==> config.mk <==
export PLATFORM = sky130hd
export DESIGN_NAME = ep_tx_ctrl
export DESIGN_NICKNAME = d
export VERILOG_FILES = /design/src/rtl/ep_tx_pkg.sv /design/src/rtl/ep_tx_w0c_flag.sv /design/src/rtl/ep_tx_slot_ctr.sv /design/src/rtl/ep_tx_toggle.sv /design/src/rtl/ep_tx_ctrl.sv
export SDC_FILE = /design/constraint.sdc
export NUM_CORES = 1
export LEC_CHECK = 0
export BUFFER_PORTS_ARGS = -buffer_cell sky130_fd_sc_hd__buf_2
export CAP_MARGIN = 20
export CORE_MARGIN = 3
export CORE_UTILIZATION = 30
export DETAILED_ROUTE_END_ITERATION = 8
export PLACE_DENSITY_LB_ADDON = 0.2
export SYNTH_ARGS = -nofsm -noshare
export SYNTH_HDL_FRONTEND = slang
export SYNTH_SLANG_ARGS = --single-unit
==> constraint.sdc <==
create_clock -name clk -period 1.75 [get_ports clk]
set_clock_uncertainty 0.1 [all_clocks]
set_input_delay 0.4375 -clock clk [delete_from_list [all_inputs] [get_ports clk]]
set_output_delay 0.4375 -clock clk [all_outputs]
set_load 0.01 [all_outputs]
==> src/rtl/ep_tx_pkg.sv <==
package ep_tx_pkg;
  localparam int CSR_W     = 8;
  localparam int B_READY   = 0;
  localparam int B_NEMPTY  = 1;
  localparam int B_UNDER   = 2;
  localparam int B_FLUSH   = 3;
  localparam int B_STALL   = 4;
  localparam int B_SSENT   = 5;
  localparam int B_CLRTGL  = 6;
  localparam int B_INCOMP  = 7;
endpackage

==> src/rtl/ep_tx_w0c_flag.sv <==
// Status flag: set by hardware, cleared by a bus write of 0; set wins.
module ep_tx_w0c_flag (
  input  logic clk,
  input  logic rst_n,
  input  logic enable,
  input  logic wr_clr,
  input  logic hw_set,
  output logic flag
);
  logic flag_nx;

  always_comb begin
    flag_nx = flag;
    if (!enable)     flag_nx = 1'b0;
    else if (hw_set) flag_nx = 1'b1;
    else if (wr_clr) flag_nx = 1'b0;
  end

  always_ff @(posedge clk or negedge rst_n) begin
    if (!rst_n) flag <= 1'b0;
    else        flag <= flag_nx;
  end
endmodule

==> src/rtl/ep_tx_slot_ctr.sv <==
// Packet occupancy count and the derived packet-ready state.
module ep_tx_slot_ctr #(
  parameter int SLOT_MAX = 2
) (
  input  logic clk,
  input  logic rst_n,
  input  logic dbl_buf,
  input  logic set_req,
  input  logic flush_req,
  input  logic sent_evt,
  output logic pkt_ready,
  output logic not_empty,
  output logic sent_ok
);
  localparam int CNT_W = $clog2(SLOT_MAX + 1);

  logic [CNT_W-1:0] slots, cap, after_sent, slots_nx;
  logic             flush_ok, set_ok;

  always_comb begin
    cap        = dbl_buf ? CNT_W'(SLOT_MAX) : CNT_W'(1);
    sent_ok    = sent_evt && (slots != '0);
    after_sent = slots - CNT_W'(sent_ok);
    flush_ok   = flush_req && (after_sent != '0);
    set_ok     = set_req && !flush_req && (slots < cap);
    slots_nx   = after_sent - CNT_W'(flush_ok) + CNT_W'(set_ok);
  end

  assign pkt_ready = (slots >= cap);
  assign not_empty = (slots != '0);

  always_ff @(posedge clk or negedge rst_n) begin
    if (!rst_n) slots <= '0;
    else        slots <= slots_nx;
  end
endmodule

==> src/rtl/ep_tx_toggle.sv <==
// Endpoint DATA0/DATA1 toggle; a clear beats a flip.
module ep_tx_toggle (
  input  logic clk,
  input  logic rst_n,
  input  logic clear,
  input  logic flip,
  output logic tgl
);
  always_ff @(posedge clk or negedge rst_n) begin
    if (!rst_n)     tgl <= 1'b0;
    else if (clear) tgl <= 1'b0;
    else if (flip)  tgl <= ~tgl;
  end
endmodule

==> src/rtl/ep_tx_ctrl.sv <==
module ep_tx_ctrl
  import ep_tx_pkg::*;
#(
  parameter int SLOT_MAX = 2
) (
  input  logic             clk,
  input  logic             rst_n,
  input  logic             dbl_buf,
  input  logic             iso_hb,
  input  logic             wr_en,
  input  logic [CSR_W-1:0] wr_data,
  output logic [CSR_W-1:0] rd_data,
  input  logic             in_token,
  input  logic             pkt_sent,
  input  logic             stall_sent_evt,
  input  logic             incomp_evt,
  output logic             send_stall,
  output logic             data_toggle,
  output logic             fifo_flush,
  output logic             irq
);
  localparam int NFLAG = 3;

  logic wr_load, wr_flush, wr_clrt;
  logic pkt_ready, not_empty, sent_ok;
  logic stall_q, irq_q, flush_q;
  logic [NFLAG-1:0] f_en, f_clr, f_set, f_q;
  logic unused_wr_bit;

  assign wr_load  = wr_en && wr_data[B_READY];
  assign wr_flush = wr_en && wr_data[B_FLUSH];
  assign wr_clrt  = wr_en && wr_data[B_CLRTGL];
  assign unused_wr_bit = wr_data[B_NEMPTY];

  ep_tx_slot_ctr #(.SLOT_MAX(SLOT_MAX)) u_slots (
    .clk       (clk),
    .rst_n     (rst_n),
    .dbl_buf   (dbl_buf),
    .set_req   (wr_load),
    .flush_req (wr_flush),
    .sent_evt  (pkt_sent),
    .pkt_ready (pkt_ready),
    .not_empty (not_empty),
    .sent_ok   (sent_ok)
  );

  ep_tx_toggle u_tgl (
    .clk   (clk),
    .rst_n (rst_n),
    .clear (wr_clrt),
    .flip  (sent_ok),
    .tgl   (data_toggle)
  );

  // flag 0: underrun, 1: stall sent, 2: incomplete receive
  assign f_en  = {iso_hb, 1'b1, 1'b1};
  assign f_clr = {wr_en && !wr_data[B_INCOMP],
                  wr_en && !wr_data[B_SSENT],
                  wr_en && !wr_data[B_UNDER]};
  assign f_set = {incomp_evt, stall_sent_evt, in_token && !stall_q && !not_empty};

  for (genvar g = 0; g < NFLAG; g++) begin : g_flag
    ep_tx_w0c_flag u_flag (
      .clk    (clk),
      .rst_n  (rst_n),
      .enable (f_en[g]),
      .wr_clr (f_clr[g]),
      .hw_set (f_set[g]),
      .flag   (f_q[g])
    );
  end

  always_ff @(posedge clk or negedge rst_n) begin
    if (!rst_n) begin
      stall_q <= 1'b0;
      irq_q   <= 1'b0;
      flush_q <= 1'b0;
    end else begin
      if (wr_en) stall_q <= wr_data[B_STALL];
      irq_q   <= sent_ok || wr_flush;
      flush_q <= wr_flush;
    end
  end

  always_comb begin
    rd_data           = '0;
    rd_data[B_READY]  = pkt_ready;
    rd_data[B_NEMPTY] = not_empty;
    rd_data[B_UNDER]  = f_q[0];
    rd_data[B_STALL]  = stall_q;
    rd_data[B_SSENT]  = f_q[1];
    rd_data[B_INCOMP] = f_q[2] && iso_hb;
  end

  assign send_stall = stall_q;
  assign irq        = irq_q;
  assign fifo_flush = flush_q;
endmodule

==> out/metrics.csv, run 1 <==
stage,metric,value,unit
run_status,violations,setup timing,
final_layout,final_cell_mix,"buf_2 (25), dfrtp_1 (9), inv_1 (6)",
pwr,switching_power,0.384,mW
clock_tree,clock-sinks,9,
grt,first_global_vias,360,
yosys,synth_top_family_by_area,buffers and inverters,
final_layout,drive_gt1_frac,0.548,
placement,place_congestion,0.636,
clock_tree,clk_path_buf_depth,2,
min_path,hold_class,input port to flip-flop,
setup_path,critPathMaxStageDelay,400,ps
pwr,sequentialPowerShare,0.297,
drt,dr_wl_met2,550,um
min_path,min_path_cells,2,
setup_path,rr_endpoint,u_slots.slots[1],
timing,fin_ws,-183,ps
clock_tree,clk_pin_slew,60,ps
yosys,ys_warn_count,0,
setup_path,startpoint_type,flip-flop,
grt,antenna_found_initial,0,
setup_path,r2r_slack,-180,ps
final_layout,ff_latch_area,225,um2
clock_tree,clk_latency,260,ps
placement,dpl_cell_area,677,um2
die,core_area,0.00159,mm2
setup_path,required,1780,ps
yosys,synth_area_leaders,"dfrtp_1 (42%), ha_1 (12%), buf_4 (9.9%)",
grt,grt_max_degree,10,
clock_tree,cts_made_buffers,3,
clock_tree,cts_tree,done,
yosys,syn_area_per_cell,9.87,um2
setup_path,setup.worst_path.class,flip-flop to flip-flop,
clock_tree,h-tree-depth,1,
die,start_util,0.334,
drt,m1WireLength,444,um
pwr,power_frac_clock,0.153,
pwr,power_switching_share,0.371,
timing,fin_hold_ws,247,ps
timing,hold_viol,0,
pwr,p_int,0.651,mW
grt,grt_pass1_wl,1.46,mm
min_path,hold_path_end,u_tgl.tgl,
drt,drt.antenna.violating_nets,0,
yosys,synthCells,54,
timing,period_needed,1930,ps
drt,drtIter0Drc,1,
final_layout,syn_to_final_growth,46.7,%
timing,setup_viol,2,
final_layout,antenna_cells,0,
setup_path,crit_path_end_kind,flip-flop,
pwr,vdd_drop_max,0.677,mV
run_status,outcome,"finished, violations left",
drt,wl,1.07,mm
placement,dpl_worst_slack,-289,ps
timing,period_share,1.10,
pwr,totalPowerFinal,1.04,mW
min_path,hp-start,wr_data[6],
yosys,ys_seq_elements,9,
yosys,synthAdderAreaFrac,0.117,
drt,route.detailed.drc,0,
job,cap_violations,0,
placement,dp_hpwl,860,um
clock_tree,root_buffer,clkbuf_4,
timing,slew_viol_final,0,
yosys,synth_compound_area_frac,0.124,
final_layout,design_area,782,um2
final_layout,final_util,0.491,
die,die_h,48.2,um
setup_path,path_cells,o21ai_2 -> inv_2 -> ha_4 -> a21oi_2 -> ha_1 -> inv_2 -> ha_4 -> xor2_1 -> xnor2_1,
die,num_rows,14,
placement,portBuffers,25,
die,pin_count,29,
setup_path,crit_fanout,2,
grt,grtUsageTotal,0.0956,
yosys,synth_top_area_share,0.423,
die,die_area,0.00232,mm2
pwr,power_per_cell_area,1320,mW/mm2
drt,vias,424,
yosys,synth_xor_area_frac,0.0657,
setup_path,reg2reg_depth,9,
drt,top_layer,met3,
drt,viasPerCell,3.93,
pwr,leakagePower,0.405,nW
yosys,synth_top_area_cell,dfrtp_1,
setup_path,reg2reg_from,u_slots.slots[0],
final_layout,multiInputGateArea,279,um2
setup_path,worstPathArrival,1970,ps
pwr,pwr-share-comb,0.550,
grt,grt-ovfl-total,0,
final_layout,final_common_cell,buf_2,
final_layout,fillCellCount,155,
drt,dr.pass1.iters,3,
final_layout,fin_nets,107,
yosys,synth.distinct_cells,17,
timing,rsz0062_at_grt,yes,
drt,wl_met3,73,um
die,fp.dieW,48.2,um
yosys,yosysSeqAreaShare,0.423,
yosys,syn_area,533,um2
yosys,synthMuxAreaShare,0.0211,
drt,wl_per_cell,9.88,um
yosys,yosys.area_share.simple,0.0798,
timing,fmax,517,MHz
setup_path,cp_slowest_cell,dfrtp_1,
## synth_stat cells
master,number
a2111oi_2,1
a21boi_0,1
a21oi_1,2
and2_1,1
buf_4,7
conb_1,1
dfrtp_1,9
ha_1,5
inv_1,9
mux2_2,1
nand2_1,3
nand2_2,1
nand2b_1,3
o21ai_0,5
o21ai_2,1
xnor2_1,2
xor2_1,2
## stage by stage
stage	setup TNS, ps	cells
floorplan	-173	55
global placement	-305	102
detailed placement	-374	102
CTS	-306	107
global route	-421	108
finish	-258	108
## flip-flops by register name, indices dropped and copies added (netlist names)
signal              count
g_flag.u_flag.flag      3
u_slots.slots           2
fifo_flush              1
send_stall              1
u_tgl.tgl               1
irq                     1
## cell families (layout without fill, tap and decap cells)
| group | count (synthesis) | in the layout |
|---|---|---|
| buffers and inverters | 16 | 45 |
| AOI/OAI and AO/OA | 10 | 10 |
| DFF | 9 | 9 |
| and+or+nand+nor | 8 | 8 |
| adders and majority gates | 5 | 5 |
| xor gates and xnor gates | 4 | 4 |
| other | 1 | 2 |
| muxes | 1 | 1 |
## worst max-delay path by stage
stage	start	end	slack (ps)	cells after the start
final	u_slots.slots[0]	u_slots.slots[1]	-180	9
after global routing	u_slots.slots[0]	u_slots.slots[1]	-280	9
after CTS	u_slots.slots[1]	u_slots.slots[1]	-180	9
after detailed placement	pkt_sent	u_slots.slots[1]	-290	10
after global placement	pkt_sent	u_slots.slots[1]	-260	10
after floorplan	u_slots.slots[1]	u_slots.slots[1]	-170	9
## cell type report
type,instances,area share
Multi-Input combinational cell,30,0.357
Timing Repair Buffer,32,0.240
Sequential cell,9,0.288
Inverter,9,0.0432
Tap cell,24,0.0384
Clock buffer,4,0.0336
## repair_timing
item                                    4_1_cts  5_1_grt
pin swaps                                     3        3
endpoints found under the setup margin        3        3
gates cloned                                  0        0
hold buffers                                  1        0
gates resized for setup                       6        6
endpoints found under the hold margin         9        0
setup buffers                                 0        1
## power by group through the flow
| stage | sequential [mW] | clock [mW] | combinational, mW |
|---|---|---|---|
| after floorplan | 0.319 | 0 | 0.304 |
| after global placement | 0.306 | 0 | 0.421 |
| after detailed placement | 0.306 | 0 | 0.437 |
| after CTS | 0.304 | 0.165 | 0.495 |
| after global routing | 0.313 | 0.177 | 0.640 |
| final | 0.308 | 0.158 | 0.569 |
## layer usage
metal  vias up  global-route usage
met5         -                   0
met2        14               0.148
met4         0              0.0161
li1        224                   -
met1       186               0.110
met3         0              0.0664
## critical path, delay by kind of cell (launching register included)
family,cells,cell delay [ps]
AOI/OAI and AO/OA,2,210
buffers and inverters,2,100
adders and majority gates,3,690
xor gates and xnor gates,2,290
DFF,1,400
(Power assumes the default switching activity.)
==> inputs of run 2 (changes only) <==
--- a/config.mk
+++ b/config.mk
@@ -6,10 +6,10 @@
 export NUM_CORES = 1
 export LEC_CHECK = 0
 export BUFFER_PORTS_ARGS = -buffer_cell sky130_fd_sc_hd__buf_2
-export CAP_MARGIN = 20
-export CORE_MARGIN = 3
+export CAP_MARGIN = 10
 export CORE_UTILIZATION = 30
 export DETAILED_ROUTE_END_ITERATION = 8
+export MAX_ROUTING_LAYER = met4
 export PLACE_DENSITY_LB_ADDON = 0.2
 export SYNTH_ARGS = -nofsm -noshare
 export SYNTH_HDL_FRONTEND = slang
==> out/metrics.csv, run 2 (synthesized netlist as in run 1, its figures left out) <==
stage,metric,value,unit
run_status,outcome,"finished, violations left",
run_status,violations,setup timing,
timing,hold_viol,0,
min_path,hold_class,input port to flip-flop,
final_layout,largestRegisters,"g_flag.u_flag.flag x3, u_slots.slots x2",
pwr,totalPowerFinal,1.03,mW
clock_tree,post_cts_buffers,0,
placement,dpl_worst_slack,-283,ps
setup_path,setup.worst_path.class,flip-flop to flip-flop,
die,die_h,44.2,um
clock_tree,clk_path_buf_depth,2,
clock_tree,cts_made_buffers,3,
pwr,p_int,0.646,mW
drt,wl,1.01,mm
placement,portBuffers,25,
pwr,switching_power,0.385,mW
clock_tree,clk_pin_slew,60,ps
clock_tree,clk_latency,250,ps
drt,viasPerCell,4.26,
setup_path,rr_endpoint,u_slots.slots[1],
drt,drtIter0Drc,6,
pwr,sequentialPowerShare,0.297,
clock_tree,clock-sinks,9,
die,start_util,0.338,
die,core_area,0.00158,mm2
clock_tree,cts_tree,done,
timing,period_needed,1880,ps
final_layout,final_common_cell,buf_2,
min_path,min_path_cells,2,
die,fp.dieW,44.2,um
setup_path,startpoint_type,flip-flop,
setup_path,worstPathArrival,1920,ps
job,cap_violations,0,
pwr,leakagePower,0.400,nW
grt,antenna_found_initial,0,
setup_path,crit_fanout,2,
drt,drt.antenna.violating_nets,0,
pwr,power_switching_share,0.373,
die,die_area,0.00195,mm2
clock_tree,h-tree-depth,1,
final_layout,drive_gt1_frac,0.566,
timing,period_share,1.08,
final_layout,final_cell_mix,"buf_2 (25), dfrtp_1 (9), inv_1 (6)",
pwr,vdd_drop_max,0.651,mV
die,num_rows,14,
final_layout,fin_nets,106,
timing,tns,-209,ps
timing,fin_hold_ws,254,ps
die,pin_count,29,
setup_path,r2r_slack,-130,ps
final_layout,final_util,0.490,
timing,slew_viol_final,0,
clock_tree,root_buffer,clkbuf_4,
setup_path,reg2reg_from,u_slots.slots[0],
setup_path,required,1790,ps
timing,fmax,531,MHz
drt,vias,422,
timing,setup_viol,2,
pwr,pwr-share-comb,0.553,
pwr,power_per_cell_area,1340,mW/mm2
setup_path,reg2reg_depth,9,
drt,dr.pass1.iters,5,
final_layout,largest_reg_flops,3,
grt,grt_max_degree,10,
grt,grt-ovfl-total,0,
drt,route.detailed.drc,0,
final_layout,regMostFlops,g_flag.u_flag.flag,
grt,grt_pass1_wl,1.75,mm
timing,rsz0062_at_grt,yes,
min_path,hp-start,wr_data[6],
final_layout,antenna_cells,0,
min_path,hold_path_end,u_tgl.tgl,
setup_path,crit_path_end_kind,flip-flop,
grt,grtUsageTotal,0.132,
final_layout,syn_to_final_growth,44.8,%
placement,dp_hpwl,832,um
grt,first_global_vias,407,
timing,fin_ws,-133,ps
drt,wl_per_cell,10.2,um
pwr,power_frac_clock,0.150,
placement,place_congestion,0.652,
[run 2: power by group through the flow]
stage | logic (mW) | registers [mW] | clock network (mW)
floorplan | 0.304 | 0.319 | 0
global placement | 0.418 | 0.306 | 0
detailed placement | 0.438 | 0.306 | 0
CTS | 0.499 | 0.304 | 0.164
global route | 0.652 | 0.312 | 0.178
finish | 0.570 | 0.306 | 0.155
[run 2: metal layers]
metal	global-route usage	wire length [um]	up-vias
li1	-	-	217
met1	0.146	493	191
met2	0.206	455	12
met3	0.0694	51	2
met4	0.0364	11	0
met5	-	0	-
[run 2: repair_timing]
item | in CTS | in global routing
pin swaps | 5 | 6
hold endpoints to repair | 9 | 0
setup endpoints to repair | 3 | 3
cloned | 0 | 0
hold buffers | 1 | 0
gates resized for setup | 6 | 7
[run 2: per-stage QoR]
stage | std cells | instance area [um2]
6_report | 99 | 772
5_1_grt | 99 | 772
4_1_cts | 99 | 734
3_5_place_dp | 94 | 667
3_3_place_gp | 94 | 667
2_1_floorplan | 55 | 537
[run 2: worst max path at each step]
stage | start | to | cells past startpoint
2_1_floorplan | u_slots.slots[1] | u_slots.slots[1] | 9
3_3_place_gp | pkt_sent | u_slots.slots[1] | 10
3_5_place_dp | pkt_sent | u_slots.slots[1] | 10
4_1_cts | u_slots.slots[1] | u_slots.slots[1] | 9
5_1_grt | u_slots.slots[0] | u_slots.slots[1] | 9
6_report | u_slots.slots[0] | u_slots.slots[1] | 9
[run 2: final cells by class]
class / instances / area [um2]
multi-input combinational: 30 / 290
clock buffer: 4 / 26.3
fill: 159 / 805
timing repair buffer: 31 / 176
inverter: 9 / 33.8
tap: 16 / 20.0
sequential: 9 / 225
[run 2: critical path, stage by stage (launching register included)]
cell and delay, ps:
dfrtp_1 400, o21ai_2 170, inv_2 60, ha_4 260
a21oi_2 40, ha_1 280, inv_2 40, ha_4 150
xor2_2 140, xnor2_1 130
==> inputs of run 3 (changes only) <==
--- a/config.mk
+++ b/config.mk
@@ -7,7 +7,7 @@
 export LEC_CHECK = 0
 export BUFFER_PORTS_ARGS = -buffer_cell sky130_fd_sc_hd__buf_2
 export CAP_MARGIN = 10
-export CORE_UTILIZATION = 30
+export CORE_UTILIZATION = 38
 export DETAILED_ROUTE_END_ITERATION = 8
 export MAX_ROUTING_LAYER = met4
 export PLACE_DENSITY_LB_ADDON = 0.2
==> out/metrics.csv, run 3 (synthesized netlist as in run 1, its figures left out) <==
stage,metric,value,unit
pwr,p_int,0.664,mW
drt,viasPerCell,4.51,
timing,fin_ws,-202,ps
grt,grt-ovfl-total,0,
drt,drt.antenna.violating_nets,0,
timing,setup_viol,3,
timing,fmax,512,MHz
grt,grt_max_degree,10,
die,die_h,39.5,um
final_layout,fillCellCount,132,
clock_tree,cts_made_buffers,3,
grt,grt_pass1_wl,1.50,mm
pwr,power_switching_share,0.377,
clock_tree,clk_latency,250,ps
pwr,switching_power,0.401,mW
clock_tree,clk_path_buf_depth,2,
grt,grtUsageTotal,0.155,
die,die_area,0.00156,mm2
setup_path,setup.worst_path.class,flip-flop to flip-flop,
timing,slew_viol_final,0,
pwr,pwr-share-comb,0.564,
die,core_area,0.00130,mm2
placement,portBuffers,25,
drt,vias,451,
die,start_util,0.410,
setup_path,worstPathArrival,1990,ps
clock_tree,root_buffer,clkbuf_4,
final_layout,final_common_cell,buf_2,
pwr,power_frac_clock,0.149,
drt,route.detailed.drc,0,
drt,wl_per_cell,10.8,um
die,fp.dieW,39.5,um
final_layout,syn_to_final_growth,46.7,%
final_layout,final_cell_mix,"buf_2 (25), dfrtp_1 (9), buf_4 (7)",
grt,first_global_vias,373,
timing,hold_viol,0,
setup_path,crit_path_end_kind,flip-flop,
run_status,outcome,"finished, violations left",
clock_tree,clock-sinks,9,
drt,dr.pass1.iters,2,
final_layout,drive_gt1_frac,0.576,
final_layout,fin_nets,108,
setup_path,required,1790,ps
pwr,power_per_cell_area,1360,mW/mm2
final_layout,regMostFlops,g_flag.u_flag.flag,
die,num_rows,13,
final_layout,final_util,0.601,
grt,antenna_found_initial,0,
clock_tree,cts_tree,done,
drt,wl,1.08,mm
final_layout,largest_reg_flops,3,
timing,period_share,1.12,
clock_tree,h-tree-depth,1,
die,pin_count,29,
setup_path,startpoint_type,flip-flop,
pwr,vdd_drop_max,0.765,mV
clock_tree,clk_pin_slew,60,ps
final_layout,largestRegisters,"g_flag.u_flag.flag x3, u_slots.slots x2",
run_status,violations,setup timing,
pwr,leakagePower,0.408,nW
placement,dpl_worst_slack,-280,ps
placement,place_congestion,0.744,
pwr,sequentialPowerShare,0.286,
final_layout,antenna_cells,0,
drt,drtIter0Drc,5,
timing,period_needed,1950,ps
min_path,hold_class,input port to flip-flop,
setup_path,crit_fanout,2,
timing,rsz0062_at_grt,yes,
job,cap_violations,0,
placement,dp_hpwl,787,um
[run 3: cell type report]
cell class	count	area [um2]	area share
Clock buffer	4	26.3	0.0336
Sequential cell	9	225	0.288
Inverter	9	33.8	0.0432
Timing Repair Buffer	33	188	0.240
Tap cell	15	18.8	0.0240
Multi-Input combinational cell	30	290	0.371
[run 3: metal layers]
| layer | share of wire | up-vias | global-route usage | routed length, um |
|---|---|---|---|---|
| met5 | 0 | - | - | 0 |
| met4 | 0 | 0 | 0.0517 | 0 |
| met3 | 0.047 | 0 | 0.0682 | 51 |
| met2 | 0.54 | 14 | 0.242 | 583 |
| met1 | 0.41 | 214 | 0.175 | 448 |
| li1 | - | 223 | - | - |
[run 3: path summary, 6_finish.rpt]
path | end | cells past startpoint | slack, ps | from
setup / recovery | u_slots.slots[1] | 9 | -200 | u_slots.slots[1]
hold / removal | u_tgl.tgl | 2 | 250 | wr_data[6]
max in group asynchronous | send_stall | 2 | 900 | rst_n
min in group asynchronous | irq | 2 | 460 | rst_n
hold reg to reg | g_flag[0].u_flag.flag | 2 | 410 | g_flag[0].u_flag.flag
setup reg to reg | u_slots.slots[1] | 9 | -200 | u_slots.slots[1]
[run 3: repair_timing]
item                       CTS  global route
hold endpoints to repair     9             0
setup buffers                1             1
pin swaps                    3             1
hold buffers                 1             0
setup endpoints to repair    3             4
gates resized for setup      6             6
[run 3: power by group through the flow]
stage | combinational, mW | sequential [mW] | clock [mW]
3_5_place_dp | 0.429 | 0.308 | 0
2_1_floorplan | 0.304 | 0.319 | 0
4_1_cts | 0.508 | 0.306 | 0.168
5_1_grt | 0.679 | 0.310 | 0.173
6_report | 0.601 | 0.305 | 0.159
3_3_place_gp | 0.418 | 0.304 | 0
[run 3: worst max-delay path: stages (launching register included)]
cell and delay, ps:
dfrtp_1 390, o21ai_2 180, inv_2 70, ha_4 270
a21oi_2 50, ha_1 280, inv_2 40, ha_4 150
xor2_2 170, xnor2_1 130
[run 3: metrics by stage]
stage / TNS (ps) / std cells / power [mW] / area [um2] / hold slack [ps]
floorplan: -173 / 55 / 0.623 / 537 / 41.9
global placement: -291 / 93 / 0.722 / 666 / 198
detailed placement: -358 / 93 / 0.737 / 666 / 201
CTS: -320 / 99 / 0.982 / 741 / 248
global route: -627 / 100 / 1.16 / 782 / 252
finish: -403 / 100 / 1.07 / 782 / 253
